`config.mk`:
```
export PLATFORM = sky130hd
export DESIGN_NAME = spi_erase_ctrl
export DESIGN_NICKNAME = d
export VERILOG_FILES = /design/src/rtl/spi_erase_pkg.sv /design/src/rtl/spi_erase_frame.sv /design/src/rtl/spi_erase_decode.sv /design/src/rtl/spi_erase_seq.sv /design/src/rtl/spi_erase_ctrl.sv
export SDC_FILE = /design/constraint.sdc
export NUM_CORES = 1
export LEC_CHECK = 0
export ABC_AREA = 0
export BUFFER_PORTS_ARGS = -buffer_cell sky130_fd_sc_hd__buf_4
export CORE_MARGIN = 5
export CORE_UTILIZATION = 57
export CTS_BUF_LIST = sky130_fd_sc_hd__clkbuf_8
export DETAILED_ROUTE_END_ITERATION = 12
export GPL_TIMING_DRIVEN = 0
export PLACE_DENSITY = 0.82
export SLEW_MARGIN = 5
export SYNTH_ARGS = -nofsm -noshare
export SYNTH_HDL_FRONTEND = slang
export SYNTH_SLANG_ARGS = --single-unit
```
`constraint.sdc`:
```
create_clock -name clk -period 2.87 [get_ports clk]
set_input_delay 0.287 -clock clk [delete_from_list [all_inputs] [get_ports clk]]
set_output_delay 0.287 -clock clk [all_outputs]
set_load 0.01 [all_outputs]
```
`src/rtl/spi_erase_pkg.sv`:
```
package spi_erase_pkg;

   typedef enum logic [1:0] {
      SZ_4K   = 2'd0,
      SZ_32K  = 2'd1,
      SZ_64K  = 2'd2,
      SZ_NONE = 2'd3
   } ers_size_e;

   localparam logic [7:0] OP_ERS_4K  = 8'h20;
   localparam logic [7:0] OP_ERS_32K = 8'h52;
   localparam logic [7:0] OP_ERS_64K = 8'hD8;

   // number of low address bits dropped per block size
   localparam int unsigned LOW_4K  = 12;
   localparam int unsigned LOW_32K = 15;
   localparam int unsigned LOW_64K = 16;

   function automatic ers_size_e decode_op(input logic [7:0] op);
      case (op)
         OP_ERS_4K:  return SZ_4K;
         OP_ERS_32K: return SZ_32K;
         OP_ERS_64K: return SZ_64K;
         default:    return SZ_NONE;
      endcase
   endfunction

endpackage

```
`src/rtl/spi_erase_frame.sv`:
```
module spi_erase_frame #(
   parameter int unsigned ADDR_W = 24
) (
   input  logic              clk,
   input  logic              rst_n,
   input  logic              cs_n,
   input  logic              bit_vld,
   input  logic              bit_in,
   output logic [7:0]        op_q,
   output logic [ADDR_W-1:0] addr_q,
   output logic              op_have,
   output logic              addr_full,
   output logic              byte_aligned,
   output logic              cs_rise
);
   localparam int unsigned ADDR_BYTES  = ADDR_W / 8;
   localparam int unsigned FRAME_BYTES = ADDR_BYTES + 1;
   localparam int unsigned CNT_W       = $clog2(FRAME_BYTES + 1);

   logic             cs_q;
   logic [2:0]       bit_cnt;
   logic [CNT_W-1:0] byte_cnt;
   logic [6:0]       sh;
   logic [7:0]       byte_now;

   assign byte_now = {sh, bit_in};

   always_ff @(posedge clk or negedge rst_n) begin
      if (!rst_n) begin
         cs_q     <= 1'b1;
         bit_cnt  <= '0;
         byte_cnt <= '0;
         sh       <= '0;
         op_q     <= '0;
         addr_q   <= '0;
      end else begin
         cs_q <= cs_n;
         if (cs_n) begin
            bit_cnt  <= '0;
            byte_cnt <= '0;
         end else if (bit_vld) begin
            bit_cnt <= bit_cnt + 3'd1;
            sh      <= byte_now[6:0];
            if (bit_cnt == 3'd7 && byte_cnt != CNT_W'(FRAME_BYTES)) begin
               byte_cnt <= byte_cnt + CNT_W'(1);
               if (byte_cnt == '0)
                  op_q <= byte_now;
               else
                  addr_q <= {addr_q[ADDR_W-9:0], byte_now};
            end
         end
      end
   end

   assign op_have      = (byte_cnt != '0);
   assign addr_full    = (byte_cnt == CNT_W'(FRAME_BYTES));
   assign byte_aligned = (bit_cnt == 3'd0);
   assign cs_rise      = !cs_q && cs_n;

endmodule

```
`src/rtl/spi_erase_decode.sv`:
```
module spi_erase_decode
   import spi_erase_pkg::*;
#(
   parameter int unsigned ADDR_W = 24
) (
   input  logic [7:0]        op,
   input  logic [ADDR_W-1:0] addr,
   output ers_size_e         size,
   output logic              is_erase,
   output logic [ADDR_W-1:0] base
);
   assign size     = decode_op(op);
   assign is_erase = (size != SZ_NONE);

   for (genvar i = 0; i < ADDR_W; i++) begin : g_mask
      localparam bit IN_4K  = (i < LOW_4K);
      localparam bit IN_32K = (i < LOW_32K);
      localparam bit IN_64K = (i < LOW_64K);
      logic drop;
      assign drop = (size == SZ_4K  && IN_4K)  ||
                    (size == SZ_32K && IN_32K) ||
                    (size == SZ_64K && IN_64K);
      assign base[i] = addr[i] & ~drop;
   end

endmodule

```
`src/rtl/spi_erase_seq.sv`:
```
module spi_erase_seq
   import spi_erase_pkg::*;
#(
   parameter int unsigned ADDR_W = 24
) (
   input  logic              clk,
   input  logic              rst_n,
   input  logic              cs_n,
   input  logic              cs_rise,
   input  logic              op_have,
   input  logic              is_erase,
   input  logic              addr_full,
   input  logic              byte_aligned,
   input  logic              prot_hit,
   input  logic [ADDR_W-1:0] base,
   input  ers_size_e         size,
   input  logic              wel_set,
   input  logic              erase_done,
   output logic              erase_req,
   output logic [ADDR_W-1:0] erase_base,
   output logic [1:0]        erase_size,
   output logic              busy,
   output logic              wel
);
   logic wel_snap, busy_snap;
   logic cmd_live, frame_ok, accept, abort_cmd;
   logic wel_nxt, busy_nxt;

   assign cmd_live  = op_have && is_erase && wel_snap && !busy_snap;
   assign frame_ok  = addr_full && byte_aligned && !prot_hit;
   assign accept    = cs_rise && cmd_live && frame_ok;
   assign abort_cmd = cs_rise && cmd_live && !frame_ok;

   always_comb begin
      busy_nxt = busy;
      if (accept)
         busy_nxt = 1'b1;
      else if (busy && erase_done)
         busy_nxt = 1'b0;

      wel_nxt = wel;
      if (accept || abort_cmd)
         wel_nxt = 1'b0;
      else if (wel_set && !busy)
         wel_nxt = 1'b1;
   end

   always_ff @(posedge clk or negedge rst_n) begin
      if (!rst_n) begin
         busy       <= 1'b0;
         wel        <= 1'b0;
         wel_snap   <= 1'b0;
         busy_snap  <= 1'b0;
         erase_req  <= 1'b0;
         erase_base <= '0;
         erase_size <= '0;
      end else begin
         busy      <= busy_nxt;
         wel       <= wel_nxt;
         erase_req <= accept;
         if (cs_n) begin
            wel_snap  <= wel_nxt;
            busy_snap <= busy_nxt;
         end
         if (accept) begin
            erase_base <= base;
            erase_size <= size;
         end
      end
   end

endmodule

```
`src/rtl/spi_erase_ctrl.sv`:
```
module spi_erase_ctrl
   import spi_erase_pkg::*;
#(
   parameter int unsigned ADDR_W = 24
) (
   input  logic              clk,
   input  logic              rst_n,
   input  logic              cs_n,
   input  logic              bit_vld,
   input  logic              bit_in,
   input  logic              wel_set,
   input  logic              erase_done,
   input  logic              prot_hit,
   output logic [ADDR_W-1:0] prot_addr,
   output logic              erase_req,
   output logic [ADDR_W-1:0] erase_base,
   output logic [1:0]        erase_size,
   output logic              busy,
   output logic              wel
);
   if ((ADDR_W % 8) != 0 || ADDR_W < 16) begin : g_bad_addr_w
      $error("spi_erase_ctrl: ADDR_W must be a multiple of 8 and at least 16");
   end

   logic [7:0]        op_q;
   logic [ADDR_W-1:0] addr_q;
   logic              op_have, addr_full, byte_aligned, cs_rise;
   ers_size_e         size;
   logic              is_erase;
   logic [ADDR_W-1:0] base;

   spi_erase_frame #(.ADDR_W(ADDR_W)) u_frame (
      .clk          (clk),
      .rst_n        (rst_n),
      .cs_n         (cs_n),
      .bit_vld      (bit_vld),
      .bit_in       (bit_in),
      .op_q         (op_q),
      .addr_q       (addr_q),
      .op_have      (op_have),
      .addr_full    (addr_full),
      .byte_aligned (byte_aligned),
      .cs_rise      (cs_rise)
   );

   spi_erase_decode #(.ADDR_W(ADDR_W)) u_dec (
      .op       (op_q),
      .addr     (addr_q),
      .size     (size),
      .is_erase (is_erase),
      .base     (base)
   );

   assign prot_addr = base;

   spi_erase_seq #(.ADDR_W(ADDR_W)) u_seq (
      .clk          (clk),
      .rst_n        (rst_n),
      .cs_n         (cs_n),
      .cs_rise      (cs_rise),
      .op_have      (op_have),
      .is_erase     (is_erase),
      .addr_full    (addr_full),
      .byte_aligned (byte_aligned),
      .prot_hit     (prot_hit),
      .base         (base),
      .size         (size),
      .wel_set      (wel_set),
      .erase_done   (erase_done),
      .erase_req    (erase_req),
      .erase_base   (erase_base),
      .erase_size   (erase_size),
      .busy         (busy),
      .wel          (wel)
   );

endmodule

```
After elaboration in Yosys (flattened, before gate mapping). Index checks and enable logic that the tools add are counted.

Add/subtract/negate cells: 2. Eq/ne operators: 9. Mux-type cells: 10. Bitwise gates (word level): 21. Reductions and logical operators: 31.

Operators with widths (number): bitwise AND 1 bit (16); 2-to-1 mux 3 bit (5); logical AND 1 bit (12); == test 8 x 6 -> 1 bit, second input constant (1); == test 8 x 7 -> 1 bit, second input constant (1); == test 8 bit, second input constant (1); AND reduction 4 bit (2); adder 3 x 1 -> 3 bit, second input constant (2); == test 3 bit, second input constant (2); zero test 3 bit (2); one-hot mux 2 bit (3 select lines) (1); zero test 1 bit (5); inverter 1 bit (5); logical OR 1 bit (4); 2-to-1 mux 1 bit (4); AND reduction 2 bit (2); nonzero test 2 bit (2); != test 3 bit, second input constant (1); nonzero test 3 bit (1); == test 2 x 1 -> 1 bit, second input constant (1); == test 2 bit, second input constant (1); zero test 2 bit (1); != test 2 bit, second input constant (1).

Register bits after elaboration: 77. Word-level logic and storage cells: 86.

Depth between registers and ports, before layout.
Depth in word-level cells: 10. Depth in mapped cells: 9. Gate-level depth less buffers: 7.

Hierarchy. A second synthesis with hierarchy kept.

Cells, all modules: 233. Area, all modules: 3533.4 um2.

Modules (own cells, without submodules): spi_erase_frame (instances 1, cells an instance 123, area an instance 1980.6 um2, sequential area each 1152.4 um2); spi_erase_seq (instances 1, cells an instance 71, area an instance 1262.5 um2, sequential area each 775.7 um2); spi_erase_decode (instances 1, cells an instance 39, area an instance 290.3 um2, sequential area each 0.0 um2).

Worst setup path before layout. OpenSTA, ideal clock, no wires.

Path kind: reg2reg. From: reg u_frame.op_q[0]. To: reg u_seq.erase_base[19]. Setup time: 125 ps. Data arrival time: 2157 ps. Required time: 2745 ps. Path slack: 588 ps. Cell stages (with the launch flop): 10. Path buffers: 2. Path through: dfrtp_1 nor4b_1 nand4_1 ha_1 inv_1 a31oi_2 nand4b_4 buf_6 buf_8 mux2_4.

Cells in the longest elaborated chain, start to end: 8. Elaborated cells between the ends (all ways): 10. Those cells by class: 4 x eq/ne; 1 x mux; 5 x reduce/logical.

Ends and longest elaborated chain: start, declared (line spi_erase_frame.sv:9) `output logic [7:0] op_q,`; start signal, assigned (line spi_erase_frame.sv:47) `op_q <= byte_now;`; == test 8 bit, or another cell as far along (line spi_erase_pkg.sv:20) `case (op)`; one-hot mux 2 bit (3 select lines) * (line spi_erase_pkg.sv:20); != test 2 bit * (line spi_erase_decode.sv:13) `assign is_erase = (size != SZ_NONE);`; logical AND 1 bit * (3 in a row) (line spi_erase_seq.sv:29) `assign cmd_live = op_have && is_erase && wel_snap && !busy_snap;`; logical AND 1 bit * (2 in a row) (line spi_erase_seq.sv:31) `assign accept = cs_rise && cmd_live && frame_ok;`; end signal, assigned (line spi_erase_seq.sv:66) `erase_base <= base;`; end, declared (line spi_erase_seq.sv:20) `output logic [ADDR_W-1:0] erase_base,`.

Mark *: on every way between the ends. The rest lies on a longest branch, timed or not. A chain may end at the register's enable or synchronous reset.

Worst setup path in the final report.
From: reg u_frame.op_q[0]. To: out prot_addr[6].

Cells in the longest elaborated chain, start to end: 7. Elaborated cells between the ends (all ways): 11. Those cells by class: 5 x eq/ne; 1 x mux; 2 x bitwise; 3 x reduce/logical.

Ends and longest elaborated chain: == test 8 bit, or another cell as far along (line spi_erase_pkg.sv:20); one-hot mux 2 bit (3 select lines) * (line spi_erase_pkg.sv:20); == test 2 x 1 -> 1 bit or zero test 2 bit (tied branches) (line spi_erase_decode.sv:21, spi_erase_decode.sv:20); logical OR 1 bit (line spi_erase_decode.sv:20) `assign drop = (size == SZ_4K && IN_4K) ||`; logical OR 1 bit * (line spi_erase_decode.sv:21) `(size == SZ_32K && IN_32K) ||`; inverter 1 bit * (line spi_erase_decode.sv:23) `assign base[i] = addr[i] & ~drop;`; bitwise AND 1 bit * (line spi_erase_decode.sv:23); end, declared (line spi_erase_ctrl.sv:14) `output logic [ADDR_W-1:0] prot_addr,`.

Marked as above.

==> out/results.tsv <==
metric	value	unit
outcome	complete, no violations	
drive_gt1_share	49.35	%
numCtsBuffers	9	
rsz0062_at_grt	no	
stdcell_count	380	
start_kind	register	
yosys.area.top_type	dfrtp_1	
groute.layer.met1.usage	22.23	%
cp.required	2.58	ns
pwr-share-clk	43.4	%
syn_area_per_cell	13.99	µm²
layout.area.seq	1928	µm²
dr.first_iter.drc_count	99	
antenna_found_initial	0	
setup_viol	0	
root_buffer	clkbuf_8	
hp-start	cs_n	
post-synth-top-count-cell	dfrtp_1	
clock_sinks	77	
multi_input_area	1186	µm²
grt_max_degree	78	
use_met2	27.47	%
placed_area	3794	µm²
setup_tns	0	ns
wl	5.841	mm
crit_family	simple AND/OR/NAND/NOR gates	
core-area	5540	µm²
area_delta_synth_final	23.87	%
dieArea	7333	µm²
grtUsageTotal	17.19	%
max-clock-path-buffers	2	
tightest_slew	0.9252	ns
yosysTopAreaCellShare	58.33	%
p_sw_share	20.98	%
min_period_over_period	93.52	%
synth_commonest_cells	dfrtp_1 (76), mux2_2 (48), and2_1 (22)	
p_per_area	547.6	nW/µm²
p_leak	0.002167	µW
dieWidth	85.64	µm
viasPerCell	5.142	
ctsHtreeMaxLevel	3	
io_pins	61	
async_flop_share	100.0	%
nets	318	
port_buffers	59	
overflow	0	
place_inst	364	
max_stage_delay	0.43	ns
fp.dieH	85.64	µm
place_hpwl	4.060	mm
ys_seq_elements	77	
critPathLaunch	u_frame.op_q[0]	
synthCells	233	
max_cap_viol_count	0	
fmax	0.3726	GHz
finalInstanceArea	4039	µm²
yosysUniqueCellTypes	34	
total_power	2212	µW
critical_path_buf_inv_count	3	
firstDrtPassIters	4	
synth_edf_count	0	
clkTransAtPathRegs	0.08	ns
num_vias	1954	
cp-end-kind	output pin	
rows	27	
ant_nets	0	
finalWeightedCongestion	0.7284	
ys_warn_count	0	
irDropWorstVdd	0.0003714	V
antennaDiodeCount	0	
hold_viol_final	0	
hp-class	primary input to register	
r2r-start	u_frame.op_q[0]	
synthesis.area	3261	µm²
crit_fanout	10	
final-max-slew-violation-count	0	
crit_chain	nor4b_2 -> nand4_1 -> ha_1 -> inv_1 -> a31oi_2 -> clkbuf_1 -> and2_1 -> buf_4	
combPwrFrac	4.0	%
grt_pass1_wl	9.694	mm
ys_seq_area_share	59.13	%
post-route-util	72.90	%
syn_nets	248	
grt_pass1_vias	2045	
synth_ff_type	dfrtp_1	
clk-insertion-delay-late	0.34	ns
cp.arrival	2.40	ns
p_int	1748	µW
top_usage_layer	met2	
nFillCells	393	
crit_type	register to output pin	
slowest_stage	nor4b_2	
fin_worst_skew	0.008702	ns
cts_tree	done	
start_util	58.85	%
layout_min_cycle_time	2.684	ns
wire_per_inst	15.37	µm
slew_headroom	38.32	%
synthTopCellsByArea	dfrtp_1 (58%), mux2_2 (17%), and2_1 (4.2%)	
power_frac_seq	52.6	%
post-route-drc-count	0	
grt_use_met3	4.227	%
power_switching	463.9	µW
==> registers in the layout (all words and copies together), names as in the netlist <==
signal,count
u_frame.addr_q,24
u_seq.erase_base,24
u_frame.op_q,8
u_frame.sh,7
u_frame.bit_cnt,3
u_frame.byte_cnt,3
u_seq.erase_size,2
u_frame.cs_q,1
u_seq.busy,1
u_seq.busy_snap,1
u_seq.erase_req,1
u_seq.wel,1
u_seq.wel_snap,1
==> cell usage in the layout (no fill, tap or decap), drive strengths merged, types with 2 or more instances in the layout <==
master	count
a31oi	2
nand4	3
nor4b	2
buf	73
xnor2	2
nand2	4
nor2	14
bufinv	3
clkbuf	12
inv	11
nor2b	5
nand2b	2
and2	24
ha	7
a41o	2
mux2i	3
dfrtp	76
mux2	53
==> kinds of logic (layout without fill, tap and decap cells) <==
logic type | count (synthesis) | after routing | share of synthesized area [%]
fa+ha+maj | 7 | 7 | 2.686
xor+xnor | 3 | 3 | 0.8060
mux | 56 | 56 | 19.80
compound gates | 6 | 6 | 1.650
flops | 77 | 77 | 59.13
simple gates | 59 | 59 | 11.24
buf+inv | 25 | 100 | 4.681
==> per-layer routing <==
metal  up-vias  wire length [µm]  share of wire, %
met5         -                 0                 0
met3         8               222               3.8
li1        920                 -                 -
met4         0                60               1.0
met2        42              2973                51
met1       984              2585                44
==> path summary, 6_finish.rpt <==
check | endpoint | slack (ns) | depth (start not counted)
worst max-delay path | prot_addr[6] | 0.19 | 8
worst min-delay path | u_frame.cs_q | 0.07 | 1
worst max register to register | u_seq.erase_base[21] | 0.47 | 9
worst min register to register | u_seq.erase_base[11] | 0.49 | 1
max in group asynchronous | u_frame.addr_q[7] | 2.19 | 1
min in group asynchronous | u_seq.erase_base[3] | 0.08 | 1
==> power groups by stage <==
stage	clock [µW]	combinational, µW	sequential [µW]
finish	960	87.6	1160
detailed placement	0	89.2	1190
global route	1040	99.2	1170
CTS	976	90.1	1160
floorplan	0	55.0	1170
global placement	0	87.1	1180
==> layout make-up <==
class	instances	area share (%)
timing repair buffer	59	10.97
sequential	77	47.74
tap	72	2.230
multi-input combinational	131	29.37
clock inverter	7	2.850
buffer	17	3.036
clock buffer	9	3.067
inverter	8	0.7435
==> repair_timing <==
action	4_1_cts	5_1_grt
hold endpoints to repair	0	0
hold buffers	0	0
resized for setup	1	0
endpoints found under the setup margin	10	0
setup buffers	0	0
==> per-stage QoR <==
step	hold WS, ns	setup WS [ns]
3_3_place_gp	0.4305	0.3641
2_1_floorplan	-0.008591	0.5875
3_5_place_dp	0.4245	0.3213
4_1_cts	0.05134	0.1600
5_1_grt	0.03997	0.02492
6_report	0.06690	0.1861
(Power assumes the default switching activity.)
